$ cat src/rtl/cbe_pkg.sv
package cbe_pkg;

  localparam int CondCount = 8;
  localparam int CntW      = 2;

  typedef enum logic [2:0] {
    CondAlways  = 3'd0,
    CondZero    = 3'd1,
    CondLsb     = 3'd2,
    CondMsb     = 3'd3,
    CondAbove   = 3'd4,
    CondBelow   = 3'd5,
    CondAboveEq = 3'd6,
    CondBelowEq = 3'd7
  } condE;

  // strobes from control to datapath
  typedef struct packed {
    logic                 load;
    logic                 kindJump;
    logic                 far;
    logic                 useSigned;
    logic                 invert;
    logic                 linkReq;
    logic [CondCount-1:0] condSel;
  } strobeT;

endpackage

$ cat src/rtl/cbe_ctrl.sv
module cbe_ctrl
  import cbe_pkg::*;
(
  input  logic       instValid,
  input  logic       isJump,
  input  logic [2:0] condCode,
  input  logic       negate,
  input  logic       skipFar,
  input  logic       signedCmp,
  output strobeT     strobe
);

  logic linkCase;

  // unconditional jump with negate set is jump-and-link
  assign linkCase = isJump && (condE'(condCode) == CondAlways) && negate;

  always_comb begin
    strobe           = '0;
    strobe.load      = instValid;
    strobe.kindJump  = isJump;
    strobe.far       = skipFar;
    strobe.useSigned = signedCmp;
    strobe.invert    = negate && !linkCase;
    strobe.linkReq   = instValid && linkCase;
    for (int i = 0; i < CondCount; i++) begin
      strobe.condSel[i] = (condCode == 3'(i));
    end
  end

endmodule

$ cat src/rtl/cbe_datapath.sv
module cbe_datapath
  import cbe_pkg::*;
#(
  parameter int DATA_W = 16,
  parameter int ADDR_W = 16
) (
  input  logic              clk,
  input  logic              rst_n,
  input  strobeT            strobe,
  input  logic [DATA_W-1:0] testVal,
  input  logic [DATA_W-1:0] operand,
  input  logic [ADDR_W-1:0] targetAddr,
  input  logic [ADDR_W-1:0] nextIp,
  output logic              outValid,
  output logic              skipEn,
  output logic [CntW-1:0]   skipCount,
  output logic              jumpEn,
  output logic [ADDR_W-1:0] jumpTarget,
  output logic              linkEn,
  output logic [ADDR_W-1:0] linkValue
);

  localparam logic [DATA_W-1:0] SignBit = {1'b1, {(DATA_W-1){1'b0}}};

  logic [DATA_W-1:0]   aBiased, bBiased;
  logic [DATA_W:0]     diff;
  logic                borrow, isEqual, isZero;
  logic [CondCount-1:0] flags;
  logic                hit, taken, doSkip, doJump;

  // signed compare by offsetting both values, then one unsigned subtract
  assign aBiased = strobe.useSigned ? (testVal ^ SignBit) : testVal;
  assign bBiased = strobe.useSigned ? (operand ^ SignBit) : operand;
  assign diff    = {1'b0, aBiased} - {1'b0, bBiased};
  assign borrow  = diff[DATA_W];
  assign isEqual = ~|diff[DATA_W-1:0];
  assign isZero  = ~|testVal;

  always_comb begin
    flags               = '0;
    flags[CondAlways]   = 1'b1;
    flags[CondZero]     = isZero;
    flags[CondLsb]      = testVal[0];
    flags[CondMsb]      = testVal[DATA_W-1];
    flags[CondAbove]    = !borrow && !isEqual;
    flags[CondBelow]    = borrow;
    flags[CondAboveEq]  = !borrow;
    flags[CondBelowEq]  = borrow || isEqual;
  end

  assign hit    = |(flags & strobe.condSel);
  assign taken  = hit ^ strobe.invert;
  assign doSkip = strobe.load && !strobe.kindJump && taken;
  assign doJump = strobe.load && strobe.kindJump && taken;

  always_ff @(posedge clk) begin
    if (!rst_n) begin
      outValid   <= 1'b0;
      skipEn     <= 1'b0;
      skipCount  <= '0;
      jumpEn     <= 1'b0;
      jumpTarget <= '0;
      linkEn     <= 1'b0;
      linkValue  <= '0;
    end else begin
      outValid   <= strobe.load;
      skipEn     <= doSkip;
      skipCount  <= doSkip ? (strobe.far ? CntW'(2) : CntW'(1)) : '0;
      jumpEn     <= doJump;
      jumpTarget <= doJump ? targetAddr : '0;
      linkEn     <= strobe.linkReq;
      linkValue  <= strobe.linkReq ? nextIp : '0;
    end
  end

endmodule

$ cat src/rtl/cond_branch_eval.sv
module cond_branch_eval
  import cbe_pkg::*;
#(
  parameter int DATA_W = 16,
  parameter int ADDR_W = 16
) (
  input  logic              clk,
  input  logic              rst_n,
  input  logic              instValid,
  input  logic              isJump,
  input  logic [2:0]        condCode,
  input  logic              negate,
  input  logic              skipFar,
  input  logic              signedCmp,
  input  logic [DATA_W-1:0] testVal,
  input  logic [DATA_W-1:0] operand,
  input  logic [ADDR_W-1:0] targetAddr,
  input  logic [ADDR_W-1:0] nextIp,
  output logic              outValid,
  output logic              skipEn,
  output logic [1:0]        skipCount,
  output logic              jumpEn,
  output logic [ADDR_W-1:0] jumpTarget,
  output logic              linkEn,
  output logic [ADDR_W-1:0] linkValue
);

  strobeT strobe;

  cbe_ctrl u_ctrl (
    .instValid (instValid),
    .isJump    (isJump),
    .condCode  (condCode),
    .negate    (negate),
    .skipFar   (skipFar),
    .signedCmp (signedCmp),
    .strobe    (strobe)
  );

  cbe_datapath #(.DATA_W(DATA_W), .ADDR_W(ADDR_W)) u_dp (
    .clk        (clk),
    .rst_n      (rst_n),
    .strobe     (strobe),
    .testVal    (testVal),
    .operand    (operand),
    .targetAddr (targetAddr),
    .nextIp     (nextIp),
    .outValid   (outValid),
    .skipEn     (skipEn),
    .skipCount  (skipCount),
    .jumpEn     (jumpEn),
    .jumpTarget (jumpTarget),
    .linkEn     (linkEn),
    .linkValue  (linkValue)
  );

endmodule

$ cat config.mk
export PLATFORM = sky130hd
export DESIGN_NAME = cond_branch_eval
export DESIGN_NICKNAME = d
export VERILOG_FILES = /design/src/rtl/cbe_pkg.sv /design/src/rtl/cbe_ctrl.sv /design/src/rtl/cbe_datapath.sv /design/src/rtl/cond_branch_eval.sv
export SDC_FILE = /design/constraint.sdc
export NUM_CORES = 1
export LEC_CHECK = 0
export ABC_AREA = 1
export ABC_CLOCK_PERIOD_IN_PS = 3400
export BUFFER_PORTS_ARGS = -buffer_cell sky130_fd_sc_hd__buf_4
export CORE_ASPECT_RATIO = 0.75
export CORE_MARGIN = 3
export CORE_UTILIZATION = 48
export CTS_BUF_LIST = sky130_fd_sc_hd__clkbuf_4 sky130_fd_sc_hd__clkbuf_8
export DETAILED_ROUTE_END_ITERATION = 16
export GPL_TIMING_DRIVEN = 0
export PLACE_DENSITY = 0.82
export SLEW_MARGIN = 25
export SYNTH_ARGS = -nofsm -noshare
export SYNTH_HDL_FRONTEND = slang
export SYNTH_SLANG_ARGS = --single-unit
$ cat constraint.sdc
create_clock -name clk -period 3.4 [get_ports clk]
set_input_delay 0.68 -clock clk [delete_from_list [all_inputs] [get_ports clk]]
set_output_delay 0.68 -clock clk [all_outputs]
set_load 0.01 [all_outputs]
==> results of run 1 <==
## power by group through the flow
stage | registers (mW) | clock network, mW | logic, mW
3_5_place_dp | 0.466 | 0 | 0.327
3_3_place_gp | 0.466 | 0 | 0.318
6_report | 0.456 | 0.465 | 0.332
2_1_floorplan | 0.471 | 0 | 0.196
5_1_grt | 0.456 | 0.496 | 0.374
4_1_cts | 0.456 | 0.471 | 0.330
## placed cells by master (no fill, tap or decap), types with 3 or more instances in the layout
cell,synthesis,routed
nand4_1,5,5
nand3_1,28,28
nor3_1,4,4
dfxtp_1,38,38
nor2_1,40,40
nor4_1,3,3
nand2_2,3,3
inv_1,108,108
nor2_2,9,9
a21oi_1,11,11
ha_1,16,16
nand2_1,96,96
xnor2_1,4,4
buf_4,0,111
clkbuf_8,0,6
## state kept, by name, indices dropped and copies added, names as in the netlist
name and flops:
u_dp.jumpEn 1, u_dp.skipEn 1, u_dp.outValid 1, u_dp.jumpTarget 16
u_dp.linkEn 1, u_dp.linkValue 16, u_dp.skipCount 2
## per-stage QoR
step	cells	worst slack [ns]	hold WS (ns)
global route	557	0.1988	0.5377
global placement	549	0.1940	0.8469
finish	557	0.4121	0.5519
CTS	557	0.4393	0.5470
detailed placement	549	0.1761	0.8532
floorplan	381	0.6205	0.7524
## worst max path at each step
stage	startpoint	to	slack (ns)	cells past startpoint
after floorplan	testVal[0]	u_dp.jumpEn	0.62	20
after global placement	testVal[0]	u_dp.jumpEn	0.19	18
after detailed placement	testVal[0]	u_dp.jumpEn	0.18	18
after CTS	testVal[0]	u_dp.jumpEn	0.44	18
after global routing	testVal[0]	u_dp.jumpEn	0.20	18
final	testVal[0]	u_dp.jumpTarget[11]	0.41	18
## cell type report
class	instances	area share
inverter	109	0.1192
buffer	2	0.004373
multi-input combinational	232	0.3499
sequential	38	0.2216
clock buffer	6	0.02405
clock inverter	2	0.01749
timing repair buffer	111	0.2427
tap	57	0.02077
## kinds of logic (layout without fill, tap and decap cells)
family / after synthesis / count (layout) / share of synthesized area
buffers and inverters: 111 / 230 / 0.1778
DFF: 38 / 38 / 0.3188
AOI/OAI and AO/OA: 14 / 14 / 0.03041
and+or+nand+nor: 195 / 195 / 0.3587
adders and majority gates: 17 / 17 / 0.09229
xor gates and xnor gates: 6 / 6 / 0.02202
## metal layers
metal,track usage,up-vias,routed length [um]
met5,0,-,0
met4,0.04789,0,33
met3,0.04697,6,463
met2,0.3496,91,2955
met1,0.2820,1104,2817
li1,-,1354,-
==> summary.txt, run 1 <==
Synth
  • Top cell type by total area after synthesis: dfxtp_1
  • Yosys reg bits: 38
  • Distinct cells, synth: 25
  • Top-count cell post-synth: inv_1
  • Register area share after synthesis: 0.3188
  • Synthesized area per cell: 6.263 um^2
  • Syn_nets: 472
  • Top cell type's share of synthesized area: 0.3188
  • Synthesized cell area: 0.002386 mm^2
  • Most frequent cells after synthesis: 108 x inv_1, 96 x nand2_1, 40 x nor2_1
  • Area contributors post-synth: dfxtp_1 32%, inv_1 17%, nand2_1 15%
  • Synth async-reset ratio: 0
  • Ys flop type: dfxtp_1
  • Cells after Synth: 381
  • Yosys warnings: 0
  • Number of flops mapped to enable cells by yosys: 0

CTS
  • Root Buffer: clkbuf_8
  • Num CTS Buffers: 5
  • CTS H-tree lvls: 2
  • # clock sinks: 38
  • PostCTS Resize Cnt: 0
  • Post-CTS setup buffer count: 0
  • Clock transition at the registers of the reported paths: 0.07 ns
  • Cts hold-fix bufs: 0
  • CTS Buffer Depth: 2
  • CTS tree: yes

Detailed routing
  • DRT antenna net count: 0
  • Total Wirelength: 6.269 mm
  • First-pass iteration count of the detailed router: 4
  • Vias per inst: 4.587
  • DRT iter0 DRCs: 121
  • DR WL/cell: 11.25 um
  • DRC Markers: 0
  • Routed vias: 2555

STA
  • RSZ-0062 raised after global routing: false
  • Shortest period the worst path allows: 2.988 ns
  • Worst-Margin Slew: 0.5148 ns
  • Final setup viols: 0
  • Max-slew violations: 0
  • Final TNS setup: 0 ns
  • Slew headroom: 0.6536
  • Period utilization: 0.8788
  • Final Hold Viols: 0
  • F_max: 0.3347 GHz

Floorplanning
  • FP Rows: 21
  • Starting Density: 0.5160
  • # IOs: 112
  • Width of the die: 87.41 um
  • Die ar.: 0.005862 mm^2
  • Die H: 67.06 um
  • Core area: 0.004624 mm^2

Outcome
  • Run status: finished, final reports clean

GRT
  • First-pass GRT wire length: 9.818 mm
  • Initial antenna violation count: 0
  • Pin count of the biggest net entering global routing: 13
  • Global Route Usage Sum: 0.2121
  • Number of global-route vias before repair: 2325
  • Total grt overflow: 0

Final layout
  • Finished Core Util: 0.7424
  • Reg area: 760.7 um^2
  • Antenna Cells: 0
  • Multi-input gate area: 0.001201 mm^2
  • Nets@finish: 590
  • Layout cell share with drive strength beyond 1: 0.2720
  • Post-route cell area: 0.003433 mm^2
  • Layout filler cell count: 398
  • Syn-to-layout area delta: 43.89%

Pwr
  • Comb power frac: 0.265
  • Pwr Total: 1.253 mW
  • Worst vdd ir: 0.3187 mV
  • Pleak: 2.128 nW
  • Switching Share: 0.2679
  • Clock network power share: 0.371
  • Net switching power: 0.3356 mW
  • Sequential Power Share: 0.364
  • Internal: 0.9170 mW
  • PwrDens: 364.8 mW/mm^2

Critical path
  • Crit end category: register
  • Critical path class: primary input to register
  • Maximum net fanout on the critical path: 10
  • Crit path DAT: 3.17 ns
  • CP peak stage delay: 0.41 ns
  • Critical Path, Cell by Cell: buf_4 > inv_1 > ha_1 > fa_1 > inv_1 > nand3_1 > nand3_1 > xnor2_1 > nand3_1 > nor3_1 > nand3_1 > nand2_1 > nand2_1 > nand2_1 > nand3_1 > nand3_4 > buf_6 > nor2_2
  • WP data required: 3.58 ns
  • Slowest CP cell: fa_1
  • Delay-heaviest family, CP: simple AND/OR/NAND/NOR gates
  • Number of buffers and inverters on the critical path: 4
  • Crit start category: primary input
  • Cell mode on critical path: nand3_1

Place
  • Buffers added on ports: 111
  • GPL Wtd Cong: 0.8936
  • DP HPWL: 5.251 mm
  • Area after DPL: 0.003291 mm^2

Worst hold path
  • Hold path start: skipFar
  • Hold WC Path Type: primary input to register
  • Hold path depth: 2
  • Hold Path Sink: u_dp.skipCount[0]

Flow run
  • Max-cap violations: 0
Power figures use the tool's default switching activity.
==> inputs of run 2 (changes only) <==
--- a/config.mk
+++ b/config.mk
@@ -16,4 +16,5 @@
 export GPL_TIMING_DRIVEN = 0
 export PLACE_DENSITY = 0.82
+export RECOVER_POWER = 100
 export SLEW_MARGIN = 25
 export SYNTH_ARGS = -nofsm -noshare
==> constraint.sdc (replaced) <==
create_clock -name clk -period 3.4 [get_ports clk]
set_input_delay 0.51 -clock clk [delete_from_list [all_inputs] [get_ports clk]]
set_output_delay 0.51 -clock clk [all_outputs]
set_load 0.01 [all_outputs]
==> run 2 against run 1 <==
Total power is 0.92% lower; cell count did not move; sequential share of layout area is 1.2 points higher; largest cell class unchanged; critical path depth up 1; final area decreased by 5.0%; count of clock-buffer cells in the layout stayed put; sequential power barely moved; core utilization is 3.7 points lower.
==> summary.txt, run 2 (synthesis results as in run 1) <==
STA
  • RSZ-0062 raised after global routing: false
  • Slew headroom: 0.6515
  • Shortest period the worst path allows: 2.884 ns
  • Max-slew violations: 0
  • Period utilization: 0.8482
  • F_max: 0.3467 GHz
  • Final TNS setup: 0 ns
  • Final setup viols: 0
  • Final Hold Viols: 0
  • Worst-Margin Slew: 0.5180 ns

Detailed routing
  • DRC Markers: 0
  • Vias per inst: 4.603
  • Total Wirelength: 6.297 mm
  • DRT iter0 DRCs: 127
  • DRT antenna net count: 0
  • DR WL/cell: 11.31 um
  • First-pass iteration count of the detailed router: 4
  • Routed vias: 2564

Place
  • DP HPWL: 5.251 mm
  • Placed cell count: 549
  • GPL Wtd Cong: 0.8936
  • Buffers added on ports: 111

Worst hold path
  • Hold path start: skipFar
  • Hold Path Sink: u_dp.skipCount[0]
  • Hold path depth: 2
  • Hold WC Path Type: primary input to register

Final layout
  • Commonest non-fill, non-tap cells in the layout: 108 x inv_1, 97 x nand2_1, 70 x buf_4
  • Syn-to-layout area delta: 36.76%
  • Layout cell share with drive strength beyond 1: 0.1760
  • Non-filler cells, final: 557
  • Layout filler cell count: 458
  • Commonest non-fill, non-tap cell in the layout: inv_1
  • Antenna Cells: 0
  • Nets@finish: 590
  • Top Registers: u_dp.jumpTarget: 16 flops, u_dp.linkValue: 16 flops, u_dp.skipCount: 2 flops

Flow run
  • Max-cap violations: 0

Critical path
  • Crit end category: register
  • Cell mode on critical path: nand2_1
  • Maximum net fanout on the critical path: 10
  • Crit start category: primary input
  • Critical Path, Cell by Cell: clkbuf_1 > inv_1 > ha_1 > fa_1 > inv_1 > nand3_1 > nand3_1 > xnor2_1 > nand3_1 > nor3_1 > nand3_1 > nand2_1 > nand2_1 > nand2_1 > nand2_1 > nand2_1 > nand3_4 > buf_6 > nor2_1
  • WP data required: 3.62 ns
  • Slowest CP cell: fa_1
  • CP peak stage delay: 0.41 ns
  • Critical path class: primary input to register
  • Crit path DAT: 3.11 ns

GRT
  • Total grt overflow: 0
  • Global Route Usage Sum: 0.2121
  • First-pass GRT wire length: 9.818 mm
  • Pin count of the biggest net entering global routing: 13
  • Number of global-route vias before repair: 2325
  • Initial antenna violation count: 0

CTS
  • Cts hold-fix bufs: 0
  • CTS H-tree lvls: 2
  • PostCTS Resize Cnt: 0
  • CTS Buffer Depth: 2
  • # clock sinks: 38
  • CTS tree: yes
  • Num CTS Buffers: 5
  • Post-CTS setup buffer count: 0
  • Clock transition at the registers of the reported paths: 0.07 ns
  • Root Buffer: clkbuf_8

Outcome
  • Run status: finished, final reports clean

Pwr
  • Pleak: 1.961 nW
  • Switching Share: 0.2682
  • Internal: 0.9082 mW
  • Sequential Power Share: 0.367
  • Net switching power: 0.3328 mW
  • PwrDens: 380.3 mW/mm^2
  • Comb power frac: 0.259
  • Clock network power share: 0.374
  • Worst vdd ir: 0.3295 mV

Floorplanning
  • Width of the die: 87.41 um
  • Starting Density: 0.5160
  • Core area: 0.004624 mm^2
  • Die H: 67.06 um
  • # IOs: 112
  • FP Rows: 21
  • Die ar.: 0.005862 mm^2
==> run 2: routing by layer <==
layer	track usage	vias up	part of all wire
met3	0.04697	7	0.071
met1	0.2820	1115	0.46
met5	0	-	0
met2	0.3496	87	0.47
li1	-	1355	-
met4	0.04789	0	0.0060
==> run 2: per-stage QoR <==
stage	hold WS, ns	cell area [um^2]	utilization	setup slack, ns	total power, mW
3_5_place_dp	0.6832	3291	0.7116	0.3461	0.7934
3_3_place_gp	0.6769	3291	0.7116	0.3640	0.7837
6_report	0.3847	3263	0.7056	0.5161	1.241
5_1_grt	0.3677	3263	0.7056	0.2779	1.315
4_1_cts	0.3770	3433	0.7424	0.6093	1.256
2_1_floorplan	0.5824	2386	-	0.7905	0.6670
==> run 2: how the worst max path moves through the flow <==
stage                     from                   to  slack [ns]  cells past startpoint
floorplan           testVal[0]          u_dp.jumpEn        0.79                     20
global placement    testVal[0]          u_dp.jumpEn        0.36                     18
detailed placement  testVal[0]          u_dp.jumpEn        0.35                     18
CTS                 testVal[0]          u_dp.jumpEn        0.61                     18
global route        testVal[0]  u_dp.jumpTarget[10]        0.28                     19
finish              testVal[0]   u_dp.jumpTarget[7]        0.52                     19
==> run 2: worst max-delay path: cells and delay by family <==
family	cells	cell delay, ns
buffers and inverters	4	0.52
adders and majority gates	2	0.64
and+or+nand+nor	12	1.29
xor gates and xnor gates	1	0.15
==> run 2: final cells by class <==
class / count / area, um^2 / area share
buffer: 2 / 15.01 / 0.004601
clock buffer: 6 / 82.58 / 0.02531
clock inverter: 2 / 60.06 / 0.01840
inverter: 109 / 409.1 / 0.1254
multi-input combinational: 232 / 1181 / 0.3620
sequential: 38 / 760.7 / 0.2331
tap: 57 / 71.32 / 0.02186
timing repair buffer: 111 / 683.2 / 0.2094
==> run 2: power groups by stage <==
| stage | combinational (mW) | clock (mW) | sequential, mW |
|---|---|---|---|
| 6_report | 0.321 | 0.464 | 0.456 |
| 5_1_grt | 0.363 | 0.496 | 0.456 |
| 3_3_place_gp | 0.318 | 0 | 0.466 |
| 3_5_place_dp | 0.327 | 0 | 0.466 |
| 4_1_cts | 0.330 | 0.471 | 0.456 |
| 2_1_floorplan | 0.196 | 0 | 0.471 |
